<file path="config.mk">
export PLATFORM = sky130hd
export DESIGN_NAME = pert_monitor
export DESIGN_NICKNAME = d
export VERILOG_FILES = /design/src/rtl/pert_pkg.sv /design/src/rtl/pert_prbs_ref.sv /design/src/rtl/pert_frame_sync.sv /design/src/rtl/pert_pix_cmp.sv /design/src/rtl/pert_sat_cnt.sv /design/src/rtl/pert_monitor.sv
export SDC_FILE = /design/constraint.sdc
export NUM_CORES = 1
export LEC_CHECK = 0
export ABC_AREA = 1
export BUFFER_PORTS_ARGS = -buffer_cell sky130_fd_sc_hd__buf_4
export CAP_MARGIN = 40
export CORE_MARGIN = 2
export CORE_UTILIZATION = 30
export DETAILED_ROUTE_END_ITERATION = 12
export PLACE_DENSITY_LB_ADDON = 0.12
export RECOVER_POWER = 100
export SLEW_MARGIN = 20
export SYNTH_ARGS = -nofsm -noshare
export SYNTH_HDL_FRONTEND = slang
export SYNTH_SLANG_ARGS = --single-unit
</file>
<file path="constraint.sdc">
create_clock -name clk_i -period 2.6 [get_ports clk_i]
set_input_delay 0.26 -clock clk_i [delete_from_list [all_inputs] [get_ports clk_i]]
set_output_delay 0.26 -clock clk_i [all_outputs]
set_load 0.005 [all_outputs]
</file>
<file path="src/rtl/pert_pkg.sv">
package pert_pkg;
  localparam int unsigned LFSR_W = 23;
  localparam int unsigned TAP_B  = 5;   // 1-based tap position
  localparam int unsigned BYTE_W = 8;
  localparam int unsigned N_CH   = 3;
  localparam int unsigned PIX_W  = BYTE_W * N_CH;

  typedef logic [LFSR_W-1:0] lfsr_t;
  typedef logic [PIX_W-1:0]  pix_t;

  localparam lfsr_t SEED = lfsr_t'(1);

  function automatic logic lfsr_fb(lfsr_t s);
    return s[LFSR_W-1] ^ s[TAP_B-1];
  endfunction

  function automatic lfsr_t lfsr_step(lfsr_t s);
    return {s[LFSR_W-2:0], lfsr_fb(s)};
  endfunction

  function automatic pix_t lfsr_word(lfsr_t s);
    return {lfsr_fb(s), s};
  endfunction
endpackage

</file>
<file path="src/rtl/pert_prbs_ref.sv">
module pert_prbs_ref
  import pert_pkg::*;
#(
  parameter lfsr_t SEED_VAL = SEED
) (
  input  logic clk_i,
  input  logic rst_ni,
  input  logic load_i,
  output pix_t exp_o
);
  lfsr_t st_q;
  lfsr_t cur;

  // seed applies to the pixel of the load cycle itself
  assign cur   = load_i ? SEED_VAL : st_q;
  assign exp_o = lfsr_word(cur);

  always_ff @(posedge clk_i or negedge rst_ni) begin
    if (!rst_ni) st_q <= SEED_VAL;
    else         st_q <= lfsr_step(cur);
  end
endmodule

</file>
<file path="src/rtl/pert_frame_sync.sv">
module pert_frame_sync (
  input  logic clk_i,
  input  logic rst_ni,
  input  logic de_i,
  input  logic vsync_i,
  output logic load_o,
  output logic lock_o
);
  logic de_q, armed_q, lock_q;

  assign load_o = de_i & ~de_q & armed_q;
  assign lock_o = lock_q;

  always_ff @(posedge clk_i or negedge rst_ni) begin
    if (!rst_ni) begin
      de_q    <= 1'b0;
      armed_q <= 1'b0;
      lock_q  <= 1'b0;
    end else begin
      de_q <= de_i;
      if (vsync_i)     armed_q <= 1'b1;
      else if (load_o) armed_q <= 1'b0;
      if (load_o)      lock_q  <= 1'b1;
    end
  end
endmodule

</file>
<file path="src/rtl/pert_pix_cmp.sv">
module pert_pix_cmp #(
  parameter int unsigned BYTE_W = 8,
  parameter int unsigned N_CH   = 3,
  localparam int unsigned PIX_W = BYTE_W * N_CH
) (
  input  logic [PIX_W-1:0] pix_i,
  input  logic [PIX_W-1:0] exp_i,
  output logic             mis_o
);
  logic [N_CH-1:0] ch_mis;

  for (genvar c = 0; c < N_CH; c++) begin : g_ch
    assign ch_mis[c] = |(pix_i[c*BYTE_W +: BYTE_W] ^ exp_i[c*BYTE_W +: BYTE_W]);
  end

  // any channel wrong -> one pixel error
  assign mis_o = |ch_mis;
endmodule

</file>
<file path="src/rtl/pert_sat_cnt.sv">
module pert_sat_cnt #(
  parameter int unsigned W = 32
) (
  input  logic         clk_i,
  input  logic         rst_ni,
  input  logic         clr_i,
  input  logic         inc_i,
  output logic [W-1:0] cnt_o
);
  localparam logic [W-1:0] MAXV = {W{1'b1}};

  always_ff @(posedge clk_i or negedge rst_ni) begin
    if (!rst_ni)                     cnt_o <= '0;
    else if (clr_i)                  cnt_o <= '0;
    else if (inc_i && cnt_o != MAXV) cnt_o <= cnt_o + 1'b1;
  end
endmodule

</file>
<file path="src/rtl/pert_monitor.sv">
module pert_monitor
  import pert_pkg::*;
#(
  parameter int unsigned CNT_W    = 32,
  parameter lfsr_t       SEED_VAL = SEED
) (
  input  logic             clk_i,
  input  logic             rst_ni,
  input  logic             de_i,
  input  logic             vsync_i,
  input  logic [PIX_W-1:0] pix_i,
  input  logic             clr_i,
  output logic [CNT_W-1:0] err_cnt_o,
  output logic [CNT_W-1:0] pix_cnt_o,
  output logic             sync_o
);
  logic load, lock, mis, active;
  pix_t exp_pix;

  pert_frame_sync u_sync (
    .clk_i   (clk_i),
    .rst_ni  (rst_ni),
    .de_i    (de_i),
    .vsync_i (vsync_i),
    .load_o  (load),
    .lock_o  (lock)
  );

  pert_prbs_ref #(.SEED_VAL(SEED_VAL)) u_ref (
    .clk_i  (clk_i),
    .rst_ni (rst_ni),
    .load_i (load),
    .exp_o  (exp_pix)
  );

  pert_pix_cmp #(.BYTE_W(BYTE_W), .N_CH(N_CH)) u_cmp (
    .pix_i (pix_i),
    .exp_i (exp_pix),
    .mis_o (mis)
  );

  assign active = de_i & (lock | load);

  pert_sat_cnt #(.W(CNT_W)) u_pix_cnt (
    .clk_i  (clk_i),
    .rst_ni (rst_ni),
    .clr_i  (clr_i),
    .inc_i  (active),
    .cnt_o  (pix_cnt_o)
  );

  pert_sat_cnt #(.W(CNT_W)) u_err_cnt (
    .clk_i  (clk_i),
    .rst_ni (rst_ni),
    .clr_i  (clr_i),
    .inc_i  (active & mis),
    .cnt_o  (err_cnt_o)
  );

  assign sync_o = lock;
endmodule

</file>
==> results of run 1 <==
## cells by family (layout without fill, tap and decap cells)
kind of cell | after synthesis | in the layout | synth area share [%]
simple gates | 479 | 479 | 38.4
buf+inv | 155 | 251 | 11.5
xor+xnor | 33 | 33 | 5.19
fa+ha+maj | 2 | 2 | 0.449
flops | 90 | 90 | 40.4
compound gates | 42 | 42 | 4.02
## state kept, by name, indices dropped and copies added (netlist names)
signal,count
u_ref.st_q,23
u_sync.lock_o,1
u_pix_cnt.cnt_o,32
u_sync.de_q,1
u_err_cnt.cnt_o,32
u_sync.armed_q,1
## layout by cell type (no fill, tap or decap), drive strengths merged
cell	netlist	layout
nand3b	5	5
dfstp	1	1
nor4	3	3
nand2	236	236
ha	2	2
clkbuf	9	81
dfrtp	89	89
o31ai	2	2
nand4	51	51
clkinv	0	2
inv	130	130
xor2	24	24
a21boi	1	1
nor3	37	37
a21oi	14	14
dlygate4sd3	0	1
buf	16	36
clkinvlp	0	1
nand3	74	74
nor3b	1	1
xnor2	9	9
o21a	1	1
a31oi	1	1
o21ai	22	22
a21o	1	1
nor2	72	72
## area by class of cell
type | instances | area share [%]
clock buffer | 13 | 3.71
tap | 229 | 4.25
clock inverter | 3 | 0.260
inverter | 130 | 7.23
sequential | 90 | 33.4
timing repair buffer | 105 | 11.6
multi-input combinational | 556 | 39.6
## metrics by stage
stage,std cells,worst slack (ps)
after floorplan,801,781
after global placement,1109,394
after detailed placement,1109,285
after CTS,1126,265
after global routing,1126,37.7
final,1126,259
## worst paths after layout
check / slack, ps / cells past startpoint / startpoint / to
worst max-delay path: 260 / 11 / u_err_cnt.cnt_o[1]$_DFFE_PN0P_ / u_err_cnt.cnt_o[18]$_DFFE_PN0P_
worst min-delay path: 100 / 2 / vsync_i / u_sync.armed_q$_DFFE_PN0P_
worst max register to register: 260 / 11 / u_err_cnt.cnt_o[1]$_DFFE_PN0P_ / u_err_cnt.cnt_o[18]$_DFFE_PN0P_
worst min register to register: 480 / 2 / u_ref.st_q[11]$_DFF_PN0_ / u_ref.st_q[12]$_DFF_PN0_
max in group asynchronous: 570 / 3 / rst_ni / u_err_cnt.cnt_o[1]$_DFFE_PN0P_
min in group asynchronous: 610 / 2 / rst_ni / u_pix_cnt.cnt_o[3]$_DFFE_PN0P_
## layer usage
layer	wire length, microns	vias up	GRT usage [%]
met5	0	-	0
met1	7690	2404	23.4
met4	181	0	4.84
met3	690	12	2.84
met2	7040	96	25.5
li1	-	2744	-
## where the power goes
| part | switching [W] | internal (W) | total (W) |
|---|---|---|---|
| clock | 0.000567 | 0.000674 | 0.00124 |
| combinational | 0.000156 | 0.0000869 | 0.000243 |
| sequential | 0.0000166 | 0.00142 | 0.00144 |
| total | 0.000740 | 0.00219 | 0.00293 |
==> results by group, run 1 <==
Worst setup path
  – Worst-path cell chain: ha_1, nand3_2, nor2_2, nand3b_1, nor2_1, nand4_1, nand2_1, inv_2, nand2_4, nand3_1, nand2_1
  – CP dominant cell by count: nand2_1
  – Worst-path maximum fanout: 32
  – CP max stage delay: ~410 ps
  – Critical path's top delay family: simple AND/OR/NAND/NOR gates
  – CP startpoint kind: flip-flop
  – WP buf/inv: 1
  – Type of the worst setup path: reg2reg
  – CP endpoint kind: flip-flop
  – CP arrival: between 2000 and 3000 ps
  – CP max-delay cell: dfrtp_1
  – Worst EP required: approximately 2900 ps

Logic synthesis
  – Post-Syn Instances: 801
  – Synth warn: 0
  – Yosys reg bits: 90
  – Post-synth EDFFs: 0
  – Synth Cell Area: roughly 0.0056 sq mm
  – Sequential area share after synthesis: 40.4%
  – Area contributors post-synth: dfrtp_1 (40%), nand2_1 (16%), inv_1 (8.6%)
  – Synth area leader: dfrtp_1
  – Synth cell types: 34
  – Area share of the largest cell type after synthesis: 40.0%
  – Top cells by count, synth: nand2_1 (233), inv_1 (127), dfrtp_1 (89)
  – Count leader, synth: nand2_1
  – Syn_nets: around 830
  – Synth Area per Inst: 6.96 sq um
  – Ys async rst share: 100%
  – Top_reg_cell synth: dfrtp_1

Final layout
  – Area taken by flip-flops and latches: 0.00225 sq mm
  – Layout area overhead: 21.1%
  – N_diodes: 0
  – Util after Layout: 37.3%
  – Post-layout instance area: between 0.006 and 0.007 sq mm
  – Final net count: between 900 and 1000
  – Area of the multi-input gates: between 0.002 and 0.003 sq mm
  – Fill cells: 1954
  – Share of cells above drive strength 1: 13.3%

Floorplanning
  – Die area: about 0.020 sq mm
  – Initial Utilization: 30.8%
  – Die Span X: around 140 microns
  – Die Y: 140 microns
  – Core footprint: 0.0181 sq mm
  – Row cnt: 49
  – Io pins: 94

Timing
  – Min cycle time layout: 2340 ps
  – Slew @ Worst Pin: 994 ps
  – Final period util: 90.0%
  – Hold Vio Cnt, Final: 0
  – Fmax: 0.427 GHz
  – Final Setup Violations: 0
  – RSZ-0062 raised after global routing: false
  – Hold_ws: 97.3 ps
  – Max-slew violations: 0
  – Setup TNS: 0 ps
  – Worst Skew: 9.26 ps
  – Rel. slew slack: 33.7%

Pwr
  – Peak VDD IR: 308 uV
  – Overall power: about 0.003 W
  – Power Density: 433 mW/mm^2
  – P_leak: 3.50 nW

Routing
  – Drt drc: 0
  – Pre-Repair DR Iteration Count: 5
  – WL final: 15600 microns
  – DR vias/cell: 4.67
  – Post-route ant nets: 0
  – WL per Instance: between 10 and 15 microns
  – DR vias: 5256
  – Initial DRC Count: about 340

Clock network
  – CTS root buf: clkbuf_16
  – Max Root-Sink Buffers: 2
  – Num CTS Buffers: 9
  – CTS tree: yes
  – CTS Sinks: 90
  – H-tree depth: 3
  – Worst skew pair latency: 340 ps
  – # Post-CTS Setup Buffers: 0
  – Reg clk slew, reported paths: 70 ps
  – Post_cts resized: 0
  – Hold Buf Count CTS: 1

GRT
  – GRT Total Usage: 16.4%
  – GRT overflow: 0
  – Initial antenna violation count: 0
  – First-pass GRT wire length: 26000 microns
  – Vias in the first global route: roughly 5000
  – Largest net degree at the start of global routing: 64

Job
  – Maxcap violations: 0

Place
  – DPL Wire Length: between 10000 and 15000 microns
  – Port bufs: 93
  – DP Area: 0.00652 sq mm
  – Routability cong.: 0.842

Status
  – Run status: completed

Min path
  – Hold crit path type: in2reg
Power figures use the tool's default switching activity.
==> run 2, diff against run 1 <==
clock period = 2.2 ns   (was 2.6 ns; I/O delays follow)
==> run 2 against run 1 <==
  * Final cell count up 2.0%
  * Non-clock buffer count up 21
  * Critical path depth up 1
  * Total power up 22%
  * Sequential share of layout area down 1.1 points
  * Setup slack worse by 83 ps
  * Critical path type unchanged
  * Largest cell class unchanged
  * Largest power group unchanged
==> results by group, run 2 (synthesis results as in run 1) <==
Worst setup path
  – Worst r2r dst: u_pix_cnt.cnt_o[2]$_DFFE_PN0P_
  – R2R setup slack: 180 ps (-80 ps)
  – CP startpoint kind: flip-flop
  – Type of the worst setup path: reg2reg
  – R2r worst-path depth: 12 (+1)
  – CP max-delay cell: dfrtp_1
  – Critical path's top delay family: simple AND/OR/NAND/NOR gates
  – CP max stage delay: 420 ps (about the same)
  – Worst-path maximum fanout: 14 (-56%)
  – Worst-path cell chain: ha_1, nand3_1, inv_1, nand2_1, nor2_2, nand2_1, nand2_2, clkinv_4, clkbuf_1, nand2_1, a21oi_1, o21a_1
  – Worst reg2reg startpoint: u_pix_cnt.cnt_o[0]$_DFFE_PN0P_
  – Worst EP required: 2490 ps (-390 ps)
  – CP dominant cell by count: nand2_1
  – CP endpoint kind: flip-flop
  – WP buf/inv: 3 (+2)
  – CP arrival: 2320 ps (-300 ps)

Timing
  – Min cycle time layout: 2020 ps (-317 ps)
  – Slew @ Worst Pin: 1100 ps (+105 ps)
  – Worst Skew: 9.32 ps (+0.0671 ps)
  – Max-slew violations: 0 (unchanged)
  – Final period util: 92.0% (+2.0 points)
  – Fmax: 0.494 GHz (+16%)
  – Final WS setup: 176 ps (-83.2 ps)
  – Hold_ws: 58.6 ps (-38.7 ps)
  – Rel. slew slack: 26.7% (-7.0 points)
  – Final Setup Violations: 0 (unchanged)
  – Hold Vio Cnt, Final: 0 (unchanged)

Place
  – Pre-CTS setup slack: 116 ps (-170 ps)
  – DPL Wire Length: 11900 microns (+2.4%)
  – Placed insts: 1125 (+1.4%)
  – Port bufs: 93 (unchanged)
  – Routability cong.: 0.870 (+3.3%)

Clock network
  – Num CTS Buffers: 9 (unchanged)
  – Max Root-Sink Buffers: 2 (unchanged)
  – H-tree depth: 3 (unchanged)
  – CTS root buf: clkbuf_16
  – Worst skew pair latency: 350 ps (about the same)
  – CTS Sinks: 90 (unchanged)
  – CTS tree: yes
  – Reg clk slew, reported paths: 70 ps (about the same)

Routing
  – Drt drc: 0 (unchanged)
  – Pre-Repair DR Iteration Count: 5 (unchanged)
  – WL per Instance: 14.0 microns (+1.3%)
  – DR vias/cell: 4.70 (+0.60%)
  – WL final: 16100 microns (+3.3%)
  – Post-route ant nets: 0 (unchanged)
  – Initial DRC Count: 305 (-11%)
  – DR vias: 5391 (+2.6%)

Final layout
  – Post-route insts no fill: 1148 (+2.0%)
  – Most frequent cells in the layout: nand2_1 (233), inv_1 (126), dfrtp_1 (89)
  – N_diodes: 0 (unchanged)
  – Commonest non-fill, non-tap cell in the layout: nand2_1
  – Util after Layout: 38.5% (+1.2 points)
  – Share of cells above drive strength 1: 15.1% (+1.9 points)
  – Fill cells: 1957 (+0.15%)
  – Biggest regs: u_err_cnt.cnt_o x32, u_pix_cnt.cnt_o x32, u_ref.st_q x23
  – Area taken by flip-flops and latches: 0.00225 sq mm (unchanged)
  – Layout area overhead: 25.1%
  – Area of the multi-input gates: 0.00272 sq mm (+1.7%)
  – Final net count: 945 (+2.4%)

Floorplanning
  – Die Span X: 140 microns (unchanged)
  – Io pins: 94 (unchanged)
  – Core footprint: 0.0181 sq mm (unchanged)
  – Row cnt: 49 (unchanged)
  – Die Y: 140 microns (unchanged)
  – Initial Utilization: 30.8% (unchanged)
  – Die area: 0.0197 sq mm (unchanged)

GRT
  – Initial antenna violation count: 0 (unchanged)
  – Vias in the first global route: 5032 (+1.2%)
  – First-pass GRT wire length: 26200 microns (+0.96%)
  – Largest net degree at the start of global routing: 44 (-31%)
  – GRT overflow: 0 (unchanged)
  – GRT Total Usage: 16.7% (+0.29 points)

Min path
  – Worst min-delay path endpoint: u_sync.armed_q$_DFFE_PN0P_
  – Hold crit path type: in2reg
  – Min-Delay Startpoint: vsync_i
  – Worst hold path cell count: 2 (unchanged)

Job
  – Maxcap violations: 0 (unchanged)

Status
  – Run status: completed

Pwr
  – P_leak: 3.62 nW (+3.5%)
  – Peak VDD IR: 366 uV (+19%)
  – Power Density: 511 mW/mm^2 (+18%)
## run 2: cell types whose count changed in the layout (fill, tap and decap cells not counted), sizes merged
cell and delta:
buf +15, clkbuf +5, nand2 +1, dlygate4sd3 +1
## run 2: area by class of cell
type	count	share of cell area (%)
tap	229	4.11
multi-input combinational	557	39.0
inverter	130	7.07
timing repair buffer	126	13.3
sequential	90	32.3
clock inverter	3	0.305
clock buffer	13	3.88
## run 2: routing by layer
layer	wire, microns	global-route usage (%)
met1	8010	23.6
met2	7290	26.4
met5	0	0
met3	548	1.98
met4	258	6.06
## run 2: through the flow
step	total power [W]	area [sq um]	TNS, ps
after floorplan	0.00190	5570	0
after global placement	0.00204	6660	0
after detailed placement	0.00204	6660	0
after CTS	0.00364	6970	0
after global routing	0.00374	6970	-73.7
final	0.00356	6970	0
## run 2: power breakdown
group	switching (W)	internal, W	total (W)
Clock	0.000693	0.000863	0.00156
Combinational	0.000192	0.000113	0.000305
Sequential	0.0000195	0.00168	0.00170
## run 2: how the worst max path moves through the flow
stage,cells past startpoint,to,slack [ps],from
2_1_floorplan,11,u_err_cnt.cnt_o[10]$_DFFE_PN0P_,380,u_err_cnt.cnt_o[0]$_DFFE_PN0P_
3_3_place_gp,11,u_err_cnt.cnt_o[1]$_DFFE_PN0P_,110,u_sync.armed_q$_DFFE_PN0P_
3_5_place_dp,11,u_err_cnt.cnt_o[31]$_DFFE_PN0P_,120,u_sync.armed_q$_DFFE_PN0P_
4_1_cts,9,u_pix_cnt.cnt_o[20]$_DFFE_PN0P_,80,u_sync.de_q$_DFF_PN0_
5_1_grt,14,u_err_cnt.cnt_o[2]$_DFFE_PN0P_,-20,u_sync.de_q$_DFF_PN0_
6_report,12,u_pix_cnt.cnt_o[2]$_DFFE_PN0P_,180,u_pix_cnt.cnt_o[0]$_DFFE_PN0P_
## run 2: timing repair
item | CTS | global route
resized for setup | 0 | 13
endpoints found under the setup margin | 0 | 45
setup buffers | 0 | 4
hold buffers | 2 | 0
hold endpoints to repair | 41 | 0
==> run 3, diff against run 2 <==
clock period = 2.25 ns   (was 2.2 ns; I/O delays follow)
==> run 3 against run 2 <==
  * Sequential share of layout area shrank 0.51 points
  * Wire length is 3.2% higher
  * Largest power group unchanged
  * Via count increased by 1.6%
  * Non-clock buffer count increased by 3
  * Clock-buffer cell count increased by 1
  * First-iteration DRC count grew 0.66%
==> results by group, run 3 (synthesis results as in run 1) <==
GRT
  – Largest net degree at the start of global routing: 42 (-4.5%)
  – Initial antenna violation count: 0 (unchanged)
  – GRT overflow: 0 (unchanged)
  – First-pass GRT wire length: 26700 microns (+1.8%)
  – GRT Total Usage: 17.0% (+0.27 points)
  – Vias in the first global route: 5205 (+3.4%)

Floorplanning
  – Die Span X: 140 microns (unchanged)
  – Core footprint: 0.0181 sq mm (unchanged)
  – Die Y: 140 microns (unchanged)
  – Row cnt: 49 (unchanged)
  – Die area: 0.0197 sq mm (unchanged)
  – Io pins: 94 (unchanged)
  – Initial Utilization: 30.8% (unchanged)

Timing
  – Worst Skew: 6.56 ps (-2.77 ps)
  – Final Setup Violations: 0 (unchanged)
  – Setup TNS: 0 ps (unchanged)
  – Final period util: 91.9%
  – Max-slew violations: 0 (unchanged)
  – Slew @ Worst Pin: 1470 ps (+373 ps)
  – Rel. slew slack: 1.86% (-25 points)
  – Hold Vio Cnt, Final: 0 (unchanged)
  – Min cycle time layout: between 2000 and 2500 ps
  – Fmax: 0.483 GHz

Routing
  – DR vias: 5479 (+1.6%)
  – DR vias/cell: 4.76 (+1.4%)
  – WL per Instance: 14.4 microns (+2.9%)
  – Initial DRC Count: 307 (+0.66%)
  – Drt drc: 0 (unchanged)
  – WL final: 16600 microns (+3.2%)
  – Pre-Repair DR Iteration Count: 5 (unchanged)
  – Post-route ant nets: 0 (unchanged)

Clock network
  – Worst skew pair latency: 350 ps (about the same)
  – CTS tree: yes
  – Reg clk slew, reported paths: 70 ps (about the same)
  – H-tree depth: 3 (unchanged)
  – CTS root buf: clkbuf_16
  – Num CTS Buffers: 9 (unchanged)
  – Max Root-Sink Buffers: 2 (unchanged)
  – CTS Sinks: 90 (unchanged)

Final layout
  – Fill cells: 1930 (-1.4%)
  – Layout area overhead: 27.1%
  – Biggest regs: u_err_cnt.cnt_o x32, u_pix_cnt.cnt_o x32, u_ref.st_q x23
  – N_diodes: 0 (unchanged)
  – Final net count: 948 (+0.32%)
  – Most frequent cells in the layout: nand2_1 (232), inv_1 (126), buf_4 (118)
  – Share of cells above drive strength 1: 16.9% (+1.8 points)
  – Post-layout instance area: 0.00708 sq mm (+1.6%)
  – Util after Layout: 39.1% (+0.62 points)
  – Commonest non-fill, non-tap cell in the layout: nand2_1

Place
  – Port bufs: 93 (unchanged)
  – DPL Wire Length: 11900 microns (+0.54%)
  – Routability cong.: 0.851 (-2.2%)
  – DP Area: 0.00667 sq mm (+0.23%)

Worst setup path
  – Worst EP required: 2490 ps (about the same)
  – Worst-path maximum fanout: 32 (+18)
  – CP endpoint kind: flip-flop
  – Type of the worst setup path: in2reg
  – Critical path's top delay family: buffers and inverters
  – WP buf/inv: 5 (+2)
  – Worst-path cell chain: dlygate4sd3_1, buf_4, nand3_4, clkbuf_16, nand2_1, nand2_1, nand2_1, inv_2, nor2_1, nand2_1, nor2_2, nand2_4, buf_12, nand4_1, nand2_1
  – CP startpoint kind: input port
  – CP arrival: 2310 ps (about the same)
  – CP max-delay cell: dlygate4sd3_1
  – CP dominant cell by count: nand2_1
  – CP max stage delay: 520 ps (+100 ps)

Pwr
  – Power Density: 481 mW/mm^2 (-5.9%)
  – P_leak: 3.75 nW (+3.4%)
  – Peak VDD IR: 392 uV (+7.1%)

Status
  – Run status: completed

Min path
  – Hold crit path type: in2reg

Job
  – Maxcap violations: 0 (unchanged)
## run 3: changes by cell type in the layout (fill, tap and decap cells not counted), sizes merged
cell and change:
buf +73, clkbuf -69, clkinvlp -1
## run 3: where the power goes
group / switching (W) / internal (W) / total, W
Clock: 0.000660 / 0.000753 / 0.00141
Sequential: 0.0000190 / 0.00165 / 0.00167
Combinational: 0.000199 / 0.000129 / 0.000328
## run 3: worst paths after layout
| path | endpoint | cells past startpoint | slack, ps | from |
|---|---|---|---|---|
| max | u_err_cnt.cnt_o[15]$_DFFE_PN0P_ | 15 | 180 | de_i |
| min | u_sync.armed_q$_DFFE_PN0P_ | 2 | 50 | vsync_i |
| max reg2reg | u_err_cnt.cnt_o[30]$_DFFE_PN0P_ | 11 | 200 | u_err_cnt.cnt_o[10]$_DFFE_PN0P_ |
| min reg2reg | u_ref.st_q[11]$_DFF_PN0_ | 2 | 480 | u_ref.st_q[10]$_DFF_PN0_ |
| max in group asynchronous | u_err_cnt.cnt_o[2]$_DFFE_PN0P_ | 3 | 410 | rst_ni |
| min in group asynchronous | u_pix_cnt.cnt_o[3]$_DFFE_PN0P_ | 2 | 760 | rst_ni |
## run 3: stage by stage
stage                     std cells  setup slack (ps)  power [W]  hold WS (ps)
final                          1151               182    0.00341          49.5
after global routing           1151             -1.70    0.00358          43.1
after CTS                      1145              32.8    0.00344          33.8
after detailed placement       1127               139    0.00200           163
after global placement         1127               147    0.00200           163
after floorplan                 801               431    0.00186         -70.6
## run 3: final cells by class
cell class	count	area, sq um	area share [%]
multi-input cells	557	2720	38.4
clock inverters	2	13.8	0.194
flip-flops and latches	90	2250	31.8
inverters	130	490	6.93
repair buffers	129	1070	15.1
well taps	229	287	4.05
clock buffers	14	244	3.45
## run 3: routing by layer
metal  global-route usage [%]  share of wire (%)
met5                        0                  0
met4                     6.22                1.7
met3                     2.43                4.6
met2                     26.9                 45
met1                     23.6                 49
## run 3: worst reg2reg max path, cell delays in order (launching register included)
cell and delay [ps]:
dfrtp_1 470, nand2_1 150, nor3_1 280, nand2_1 120, nor3_1 410, buf_4 200, nand2_1 40, nand2_1 60
nand2_1 40, inv_1 40, nand4_1 90, nand2_1 80
## run 3: timing repair
item | CTS | global route
gates resized for setup | 0 | 12
hold buffers | 2 | 0
buffers inserted | 0 | 2
setup endpoints to repair | 0 | 45
endpoints found under the hold margin | 24 | 0
